### config.mk
export PLATFORM = sky130hd
export DESIGN_NAME = usb_out_rx
export DESIGN_NICKNAME = d
export VERILOG_FILES = /design/src/rtl/usb_out_rx_pkg.sv /design/src/rtl/usb_out_rx_fifo.sv /design/src/rtl/usb_out_rx_ctrl.sv /design/src/rtl/usb_out_rx.sv
export SDC_FILE = /design/constraint.sdc
export NUM_CORES = 2
export LEC_CHECK = 0
export BUFFER_PORTS_ARGS = -buffer_cell sky130_fd_sc_hd__buf_2
export CAP_MARGIN = 15
export CELL_PAD_IN_SITES_DETAIL_PLACEMENT = 2
export CELL_PAD_IN_SITES_GLOBAL_PLACEMENT = 2
export CORE_ASPECT_RATIO = 1.25
export CORE_UTILIZATION = 50
export CTS_BUF_LIST = sky130_fd_sc_hd__clkbuf_16
export CTS_CLUSTER_DIAMETER = 30
export DETAILED_ROUTE_END_ITERATION = 10
export PLACE_DENSITY = 0.82
export SYNTH_ARGS = -nofsm -noshare
export SYNTH_HDL_FRONTEND = slang
export SYNTH_SLANG_ARGS = --single-unit
### constraint.sdc
create_clock -name clk -period 3.8 [get_ports clk]
set_clock_uncertainty 0.15 [all_clocks]
set_input_delay 0.76 -clock clk [delete_from_list [all_inputs] [get_ports clk]]
set_output_delay 0.76 -clock clk [all_outputs]
set_load 0.01 [all_outputs]
### src/rtl/usb_out_rx_pkg.sv
`timescale 1ns/1ps
package usb_out_rx_pkg;
  typedef enum logic [1:0] {
    HS_NONE  = 2'd0,
    HS_ACK   = 2'd1,
    HS_NAK   = 2'd2,
    HS_STALL = 2'd3
  } hs_e;

  // strobes from the endpoint control to the FIFO datapath
  typedef struct packed {
    logic push;
    logic commit;
    logic rollback;
    logic flush;
    logic pop;
  } fifo_ctl_t;

  localparam logic [3:0] A_EPSEL  = 4'd0;
  localparam logic [3:0] A_ENABLE = 4'd1;
  localparam logic [3:0] A_PRIME  = 4'd2;
  localparam logic [3:0] A_STALL  = 4'd3;
  localparam logic [3:0] A_TOGGLE = 4'd4;
  localparam logic [3:0] A_STATUS = 4'd5;
  localparam logic [3:0] A_FLUSH  = 4'd6;
  localparam logic [3:0] A_DATA   = 4'd7;
  localparam logic [3:0] A_EVEN   = 4'd8;
  localparam logic [3:0] A_EVPEND = 4'd9;
endpackage

### src/rtl/usb_out_rx_fifo.sv
`timescale 1ns/1ps
module usb_out_rx_fifo
  import usb_out_rx_pkg::*;
#(
  parameter int DEPTH = 512
) (
  input  logic      clk,
  input  logic      rst_n,
  input  fifo_ctl_t ctl,
  input  logic [7:0] wrByte,
  output logic [7:0] rdByte,
  output logic      have
);
  localparam int AW = $clog2(DEPTH);
  localparam int PW = AW + 1;
  localparam logic [PW-1:0] DEPTH_P = PW'(DEPTH);

  logic [7:0]    mem [DEPTH];
  logic [PW-1:0] wPtr, cPtr, rPtr;
  logic          full, doWrite;

  assign full    = (wPtr - rPtr) == DEPTH_P;
  assign doWrite = ctl.push && !full;
  assign have    = cPtr != rPtr;
  assign rdByte  = mem[rPtr[AW-1:0]];

  always_ff @(posedge clk) begin
    if (doWrite) mem[wPtr[AW-1:0]] <= wrByte;
  end

  always_ff @(posedge clk) begin
    if (!rst_n || ctl.flush) begin
      wPtr <= '0;
      cPtr <= '0;
      rPtr <= '0;
    end else begin
      if (ctl.rollback)   wPtr <= cPtr;
      else if (doWrite)   wPtr <= wPtr + PW'(1);
      if (ctl.commit)     cPtr <= wPtr + PW'(doWrite);
      if (ctl.pop && have) rPtr <= rPtr + PW'(1);
    end
  end

  // stored bytes never exceed capacity
  assert_no_overflow_R12: assert property (@(posedge clk) disable iff (!rst_n)
    (wPtr - rPtr) <= DEPTH_P);
  // a flush leaves nothing readable
  assert_flush_empty_R7: assert property (@(posedge clk) disable iff (!rst_n)
    ctl.flush |=> !have);
  // committed data never runs ahead of the working pointer
  assert_commit_bound_R6: assert property (@(posedge clk) disable iff (!rst_n)
    (cPtr - rPtr) <= (wPtr - rPtr));
endmodule

### src/rtl/usb_out_rx_ctrl.sv
`timescale 1ns/1ps
module usb_out_rx_ctrl
  import usb_out_rx_pkg::*;
#(
  parameter int NUM_EP = 16,
  parameter int EP_W   = 4
) (
  input  logic              clk,
  input  logic              rst_n,
  input  logic              tokValid,
  input  logic [EP_W-1:0]   tokEp,
  input  logic              tokPid,
  input  logic              rxValid,
  input  logic              rxLast,
  input  logic              rxCrcOk,
  input  logic              busReset,
  input  logic              regWe,
  input  logic              regRe,
  input  logic [3:0]        regAddr,
  input  logic [7:0]        regWdata,
  input  logic              fifoHave,
  output fifo_ctl_t         fifoCtl,
  output logic              hsValid,
  output logic [1:0]        hsCode,
  output logic [EP_W-1:0]   epSel,
  output logic [EP_W-1:0]   rxEp,
  output logic              enable,
  output logic [NUM_EP-1:0] toggle,
  output logic              evEnable,
  output logic              evPending,
  output logic              irq
);
  logic [NUM_EP-1:0] prime, stall;
  logic              inPkt, pktAccept;
  logic [EP_W-1:0]   pktEp;
  logic [1:0]        pktCode, tokCode;
  logic              endEvt, goodEnd, commit;

  always_comb begin
    if (stall[tokEp])                    tokCode = HS_STALL;
    else if (prime[tokEp] && enable)     tokCode = HS_ACK;
    else                                 tokCode = HS_NAK;
  end

  assign endEvt  = inPkt && rxLast;
  assign goodEnd = endEvt && rxCrcOk;
  assign commit  = goodEnd && pktAccept;

  assign fifoCtl.push     = inPkt && pktAccept && rxValid;
  assign fifoCtl.commit   = commit;
  assign fifoCtl.rollback = endEvt && !commit;
  assign fifoCtl.flush    = busReset || (regWe && regAddr == A_FLUSH && regWdata[0]);
  assign fifoCtl.pop      = regRe && regAddr == A_DATA && fifoHave;
  assign irq              = evPending && evEnable;

  always_ff @(posedge clk) begin
    if (!rst_n) begin
      prime <= '0; stall <= '0; toggle <= '0; enable <= 1'b0;
      inPkt <= 1'b0; pktAccept <= 1'b0; pktEp <= '0; pktCode <= HS_NONE;
      hsValid <= 1'b0; hsCode <= HS_NONE; epSel <= '0; rxEp <= '0;
      evEnable <= 1'b0; evPending <= 1'b0;
    end else begin
      hsValid <= goodEnd && !busReset;
      hsCode  <= goodEnd ? pktCode : HS_NONE;
      if (regWe && regAddr == A_EVEN) evEnable <= regWdata[0];
      if (commit && !busReset) evPending <= 1'b1;
      else if (regWe && regAddr == A_EVPEND && regWdata[0]) evPending <= 1'b0;
      if (busReset) begin
        prime <= '0; stall <= '0; toggle <= '0; enable <= 1'b0; inPkt <= 1'b0;
      end else begin
        if (regWe) begin
          case (regAddr)
            A_EPSEL:  epSel         <= regWdata[EP_W-1:0];
            A_ENABLE: enable        <= regWdata[0];
            A_PRIME:  prime[epSel]  <= regWdata[0];
            A_STALL:  stall[epSel]  <= regWdata[0];
            A_TOGGLE: toggle[epSel] <= regWdata[0];
            default: ;
          endcase
        end
        if (tokValid) begin
          inPkt     <= 1'b1;
          pktEp     <= tokEp;
          pktCode   <= tokCode;
          pktAccept <= (tokCode == HS_ACK) && (tokPid == toggle[tokEp]);
        end else if (endEvt) begin
          inPkt <= 1'b0;
        end
        if (commit) begin
          enable        <= 1'b0;
          toggle[pktEp] <= ~toggle[pktEp];
          rxEp          <= pktEp;
          if (pktEp == '0) prime[0] <= 1'b0;
        end
      end
    end
  end

  // one capture per enable
  assert_enable_clears_R2: assert property (@(posedge clk) disable iff (!rst_n)
    fifoCtl.commit |=> !enable);
  // endpoint 0 loses its prime after a capture
  assert_ep0_unprime_R3: assert property (@(posedge clk) disable iff (!rst_n)
    (fifoCtl.commit && pktEp == '0) |=> !prime[0]);
  // CRC failure yields no handshake
  assert_crc_silent_R10: assert property (@(posedge clk) disable iff (!rst_n)
    (inPkt && rxLast && !rxCrcOk) |=> !hsValid);
  // bus reset clears endpoint state
  assert_bus_reset_R11: assert property (@(posedge clk) disable iff (!rst_n)
    busReset |=> (prime == '0 && stall == '0 && toggle == '0 && !enable));
  // a handshake always carries a real code
  assert_hs_code_R1: assert property (@(posedge clk) disable iff (!rst_n)
    hsValid |-> hsCode != HS_NONE);
endmodule

### src/rtl/usb_out_rx.sv
`timescale 1ns/1ps
module usb_out_rx
  import usb_out_rx_pkg::*;
#(
  parameter int NUM_EP     = 16,
  parameter int FIFO_DEPTH = 512,
  localparam int EP_W      = $clog2(NUM_EP)
) (
  input  logic            clk,
  input  logic            rst_n,
  input  logic            tokValid,
  input  logic [EP_W-1:0] tokEp,
  input  logic            tokPid,
  input  logic            rxValid,
  input  logic [7:0]      rxByte,
  input  logic            rxLast,
  input  logic            rxCrcOk,
  input  logic            busReset,
  input  logic            regWe,
  input  logic            regRe,
  input  logic [3:0]      regAddr,
  input  logic [7:0]      regWdata,
  output logic [15:0]     regRdata,
  output logic            hsValid,
  output logic [1:0]      hsCode,
  output logic            irq
);
  fifo_ctl_t         fifoCtl;
  logic              fifoHave, enable, evEnable, evPending;
  logic [7:0]        rdByte;
  logic [EP_W-1:0]   epSel, rxEp;
  logic [NUM_EP-1:0] toggle;

  usb_out_rx_ctrl #(.NUM_EP(NUM_EP), .EP_W(EP_W)) u_ctrl (
    .clk(clk), .rst_n(rst_n), .tokValid(tokValid), .tokEp(tokEp), .tokPid(tokPid),
    .rxValid(rxValid), .rxLast(rxLast), .rxCrcOk(rxCrcOk), .busReset(busReset),
    .regWe(regWe), .regRe(regRe), .regAddr(regAddr), .regWdata(regWdata),
    .fifoHave(fifoHave), .fifoCtl(fifoCtl), .hsValid(hsValid), .hsCode(hsCode),
    .epSel(epSel), .rxEp(rxEp), .enable(enable), .toggle(toggle),
    .evEnable(evEnable), .evPending(evPending), .irq(irq)
  );

  usb_out_rx_fifo #(.DEPTH(FIFO_DEPTH)) u_fifo (
    .clk(clk), .rst_n(rst_n), .ctl(fifoCtl), .wrByte(rxByte),
    .rdByte(rdByte), .have(fifoHave)
  );

  always_comb begin
    regRdata = '0;
    case (regAddr)
      A_EPSEL:  regRdata[EP_W-1:0] = epSel;
      A_ENABLE: regRdata[0]        = enable;
      A_STATUS: begin
        regRdata[EP_W-1:0] = rxEp;
        regRdata[8]        = fifoHave;
        regRdata[9]        = toggle[epSel];
      end
      A_DATA:   regRdata[7:0]      = rdByte;
      A_EVEN:   regRdata[0]        = evEnable;
      A_EVPEND: regRdata[0]        = evPending;
      default:  regRdata           = '0;
    endcase
  end
endmodule

==> summary.txt, run 1 <==
Status: aborted with a tool error
Stop stage: detailed placement (3_5_place_dp)
Stop err: [ERROR DPL-0033] detailed placement checks failed during check placement.
Port buffer count: 43
Post-Syn Area: 0.166 mm2
RePlAce Congestion: 0.963
Synth async-reset ratio: 0%
Initial Util: 50.2%
Row count: 236
Post-Synth Simple-Gate Area: 3.55%
Synth cell types: 89
DP HPWL: 551000 um
Average size of a mapped cell: 20.2 um2
Synth warnings: 0
Largest family of logic cells by synthesized area: multiplexers
Cells after Synth: 8212
Compound-Gate Fraction of Synth Area: 2.84%
Top-level I/O count: 54
Post-Synth XOR/XNOR Area: 0.216%
Post-synth EDFFs: 4096
Most used DFF post-synth: edfxtp_1
Die Height: 646 um
Yosys top cell area share: 74.1%
Adder-cell share of the synthesized area: 0.128%
Post-synth top area cell: edfxtp_1
Synth area leaders: edfxtp_1, mux4_2, mux2i_1
Seq cells post-synth: 4205
Post-synthesis mux area share: 15.8%
Die X: 517 um
Post-synthesis sequential area ratio: 75.4%
-- metrics by stage --
stage / instance area, um2 / hold slack, ns / instances
2_1_floorplan: 166000 / 0.274 / 8217
3_3_place_gp: 184000 / 0.288 / 13800
-- synth_stat cells (all sizes together) (29+ instances only) --
cell,number
edfxtp,4096
mux4,1001
nor2,644
nand2,377
mux2i,306
buf,301
clkbuf,220
a21oi,158
dfxtp,109
o22ai,98
nand3,91
nor3,80
o21ai,80
o221ai,69
a211oi,55
a22oi,45
mux2,35
nor2b,32
xnor2,29
-- kinds of logic after synthesis --
logic type	count (synthesis)
DFF	4205
and+or+nand+nor	1376
muxes	1342
AOI/OAI and AO/OA	687
buffers and inverters	543
xor gates and xnor gates	41
adders and majority gates	17
other	1
==> inputs of run 2 (changes only) <==
CELL_PAD_IN_SITES_DETAIL_PLACEMENT = not set   (was 2)
CELL_PAD_IN_SITES_GLOBAL_PLACEMENT = not set   (was 2)
CORE_ASPECT_RATIO = not set   (was 1.25)
CORE_UTILIZATION = 40   (was 50)
CTS_BUF_LIST = not set   (was sky130_fd_sc_hd__clkbuf_16)
CTS_CLUSTER_DIAMETER = not set   (was 30)
PLACE_DENSITY = not set   (was 0.82)
PLACE_DENSITY_LB_ADDON = 0.15   (was not set)
==> summary.txt, run 2 <==
Worst slew pin tran: 1.40 ns
Post-synth EDFFs: 4096 (unchanged)
Largest net degree at the start of global routing: 109
Core area: 0.413 mm2
Post-DR wirelength/cell: 34.4 um
VDD IR max: 0.390 mV
Fmax: 184 MHz
Clk sinks: 4205
Rel. slew slack: 6.34%
Critical path class: register to output port
Detailed-route via count: 93400
Most used DFF post-synth: edfxtp_1
Vias in the first global route: 92700
Max Slew Vio Count: 0
Fraction of layout cells with a size suffix above 1: 36.6%
Slowest cell on crit path: nor3_1
Compound-Gate Fraction of Synth Area: 2.84% (unchanged)
Yosys top cell area share: 74.1% (unchanged)
Levels on crit path: 14
Pre-CTS WS: -2.24 ns
Most common cell in the netlist: edfxtp_1
Worst-path cell chain: buf_4 -> buf_12 -> buf_4 -> buf_12 -> mux2i_1 -> nor3_1 -> o21ai_0 -> buf_4 -> a21oi_1 -> o22a_1 -> a31oi_2 -> o311ai_4 -> buf_6 -> buf_6
DP HPWL: 365000 um (-34%)
Post-route DRC: 0
Die Height: 646 um (about the same)
Worst EP arrival: 4.53 ns
Post-synth top cells: edfxtp_1, mux4_2, nor2_1, nand2_1, mux2i_1
Port buffer count: 43 (unchanged)
Antenna Violating Nets Remaining: 0
Startpoint types: register
Largest family of logic cells by synthesized area: multiplexers
RePlAce Congestion: 0.886 (-8.0%)
Reg2reg path depth: 13
Global-route wire length before repair: 757000 um
Setup-failing EPs final: 8
Commonest non-fill, non-tap cell in the layout: edfxtp_1
Post-synthesis sequential area ratio: 75.4% (unchanged)
Status: finished with violations
Row count: 236 (unchanged)
Synth warnings: 0 (unchanged)
Adder-cell share of the synthesized area: 0.128% (unchanged)
Fin crit period: 5.44 ns
WL final: 550000 um
Setup TNS: -12.31 ns
Starting DRC count in detailed routing: 11600
Post-Syn Area: 0.166 mm2 (unchanged)
CP bufs+invs: 7
Synth cell types: 89 (unchanged)
TritonCTS buffer count: 433
Die area: 0.417 mm2
Initial Util: 40.2% (-10 points)
Final setup margin: -1.64 ns
Seq cells post-synth: 4205 (unchanged)
Post-synthesis mux area share: 15.8% (unchanged)
Vias per std cell: 5.85
Cells after Synth: 8212 (unchanged)
Reg clk slew, reported paths: 0.06 ns
Pwr dens: 461 mW/mm2
Area Growth Syn to Fin: 23.0%
Synth area leaders: edfxtp_1, mux4_2, mux2i_1
Maximum clock path buffer count: 4
Leakage: 65.6 nW
Failing checks: negative setup slack
Endpoint type of the worst setup path: output port
GRT Resource Usage Total: 26.0%
Worst skew pair latency: 0.98 ns
NumNets Final: 10200
GRT Residual Overflow: 0
Max reg flops: 4096
Top-level I/O count: 54 (unchanged)
Period utilization: 143%
Average size of a mapped cell: 20.2 um2 (unchanged)
Post-Synth XOR/XNOR Area: 0.216% (unchanged)
Initial antenna violation count: 41
Fin. Hold Viols: 0
Crit-path max cell delay: 0.55 ns
Post-Synth Simple-Gate Area: 3.55% (unchanged)
Max-Cap Viols: 0
Post-synth top area cell: edfxtp_1
Hold path cells: 3
Most frequent cells in the layout: edfxtp_1, buf_4, mux4_2
CTS H-Tree Depth: 5
RSZ-0062 raised after global routing: yes
Synth async-reset ratio: 0% (unchanged)
Clock Tree Root: clkbuf_16
HP Class: primary input to register
Family with the most delay on the worst path: buffers and inverters
Most frequent CP cell: buf_4
Die X: 646 um (+25%)
Worst EP required: 2.89 ns
1st-pass router iterations: 8
CTS tree: built
Highest net fanout along the worst path: 18
[run 2: cell counts after synthesis]
No cell type changed its count.
[run 2: what timing repair did]
| item | in CTS | in global routing |
|---|---|---|
| hold buffers | 14 | 0 |
| setup endpoints to repair | 9 | 458 |
| pin swaps | 48 | 48 |
| gates resized for setup | 280 | 121 |
| setup buffers | 76 | 50 |
| gates cloned | 12 | 5 |
| hold endpoints to repair | 18 | 0 |
[run 2: final timing paths]
check / from / endpoint / slack, ns
setup / recovery: register / regRdata[4] / -1.64
hold / removal: tokEp[1] / u_ctrl.pktEp[1] / 0.09
hold reg to reg: u_ctrl.stall[2] / u_ctrl.stall[2] / 0.31
setup reg to reg: u_fifo.rPtr[1] / u_fifo.mem[82][5] / 0.13
[run 2: report_power, final]
group          internal, W  switching, W  leakage (nW)  total (W)
clock               0.0238        0.0182          6.72     0.0420
combinational     0.000204      0.000961          21.2    0.00116
sequential          0.0508     0.0000110          37.7     0.0508
[run 2: worst register-to-register path: stages, from the launching register on]
cell and delay (ns):
dfxtp_1 0.33, inv_1 0.05, ha_1 0.30, nor2b_1 0.14, o21a_1 0.17, o21ai_0 0.22, a21oi_1 0.17, mux2i_2 0.24
a21oi_4 0.20, buf_12 0.21, nand3_4 0.13, buf_12 0.22, nor2_2 0.57, buf_4 0.25
[run 2: cell type report]
type                            count  area, um2
Antenna cell                       22       55.1
Clock buffer                      523      11300
Clock inverter                    272       2610
Fill cell                       33600     209000
Inverter                           22        115
Multi-Input combinational cell   3469      39100
Sequential cell                  4205     125000
Tap cell                         5474       6850
Timing Repair Buffer             1981      19000
[run 2: kinds of logic after synthesis]
| group | count (synthesis) |
|---|---|
| XOR/XNOR | 41 |
| other | 1 |
| buffers and inverters | 543 |
| AND/OR/NAND/NOR | 1376 |
| adder cells (fa/ha/maj) | 17 |
| AO/OA/AOI/OAI | 687 |
| flip-flops | 4205 |
| multiplexers | 1342 |
[run 2: metal layers]
metal	GRT usage, %	wire length [um]	vias up
met5	0.428	324	-
li1	-	-	37800
met3	4.65	45800	845
met1	36.9	228000	50300
met4	8.88	20600	18
met2	40.5	255000	4458
[run 2: metrics by stage]
step / total power, W / util [%] / instances / hold WS [ns] / instance area (um2)
finish: 0.0940 / 49.4 / 16000 / 0.0946 / 204000
global route: 0.0963 / 49.4 / 16000 / 0.0758 / 204000
CTS: 0.0946 / 49.2 / 15900 / 0.00949 / 203000
detailed placement: 0.0530 / 45.2 / 15000 / 0.298 / 187000
global placement: 0.0529 / 45.2 / 15000 / 0.288 / 187000
floorplan: 0.0519 / - / 8217 / 0.274 / 166000
Power figures use the tool's default switching activity.
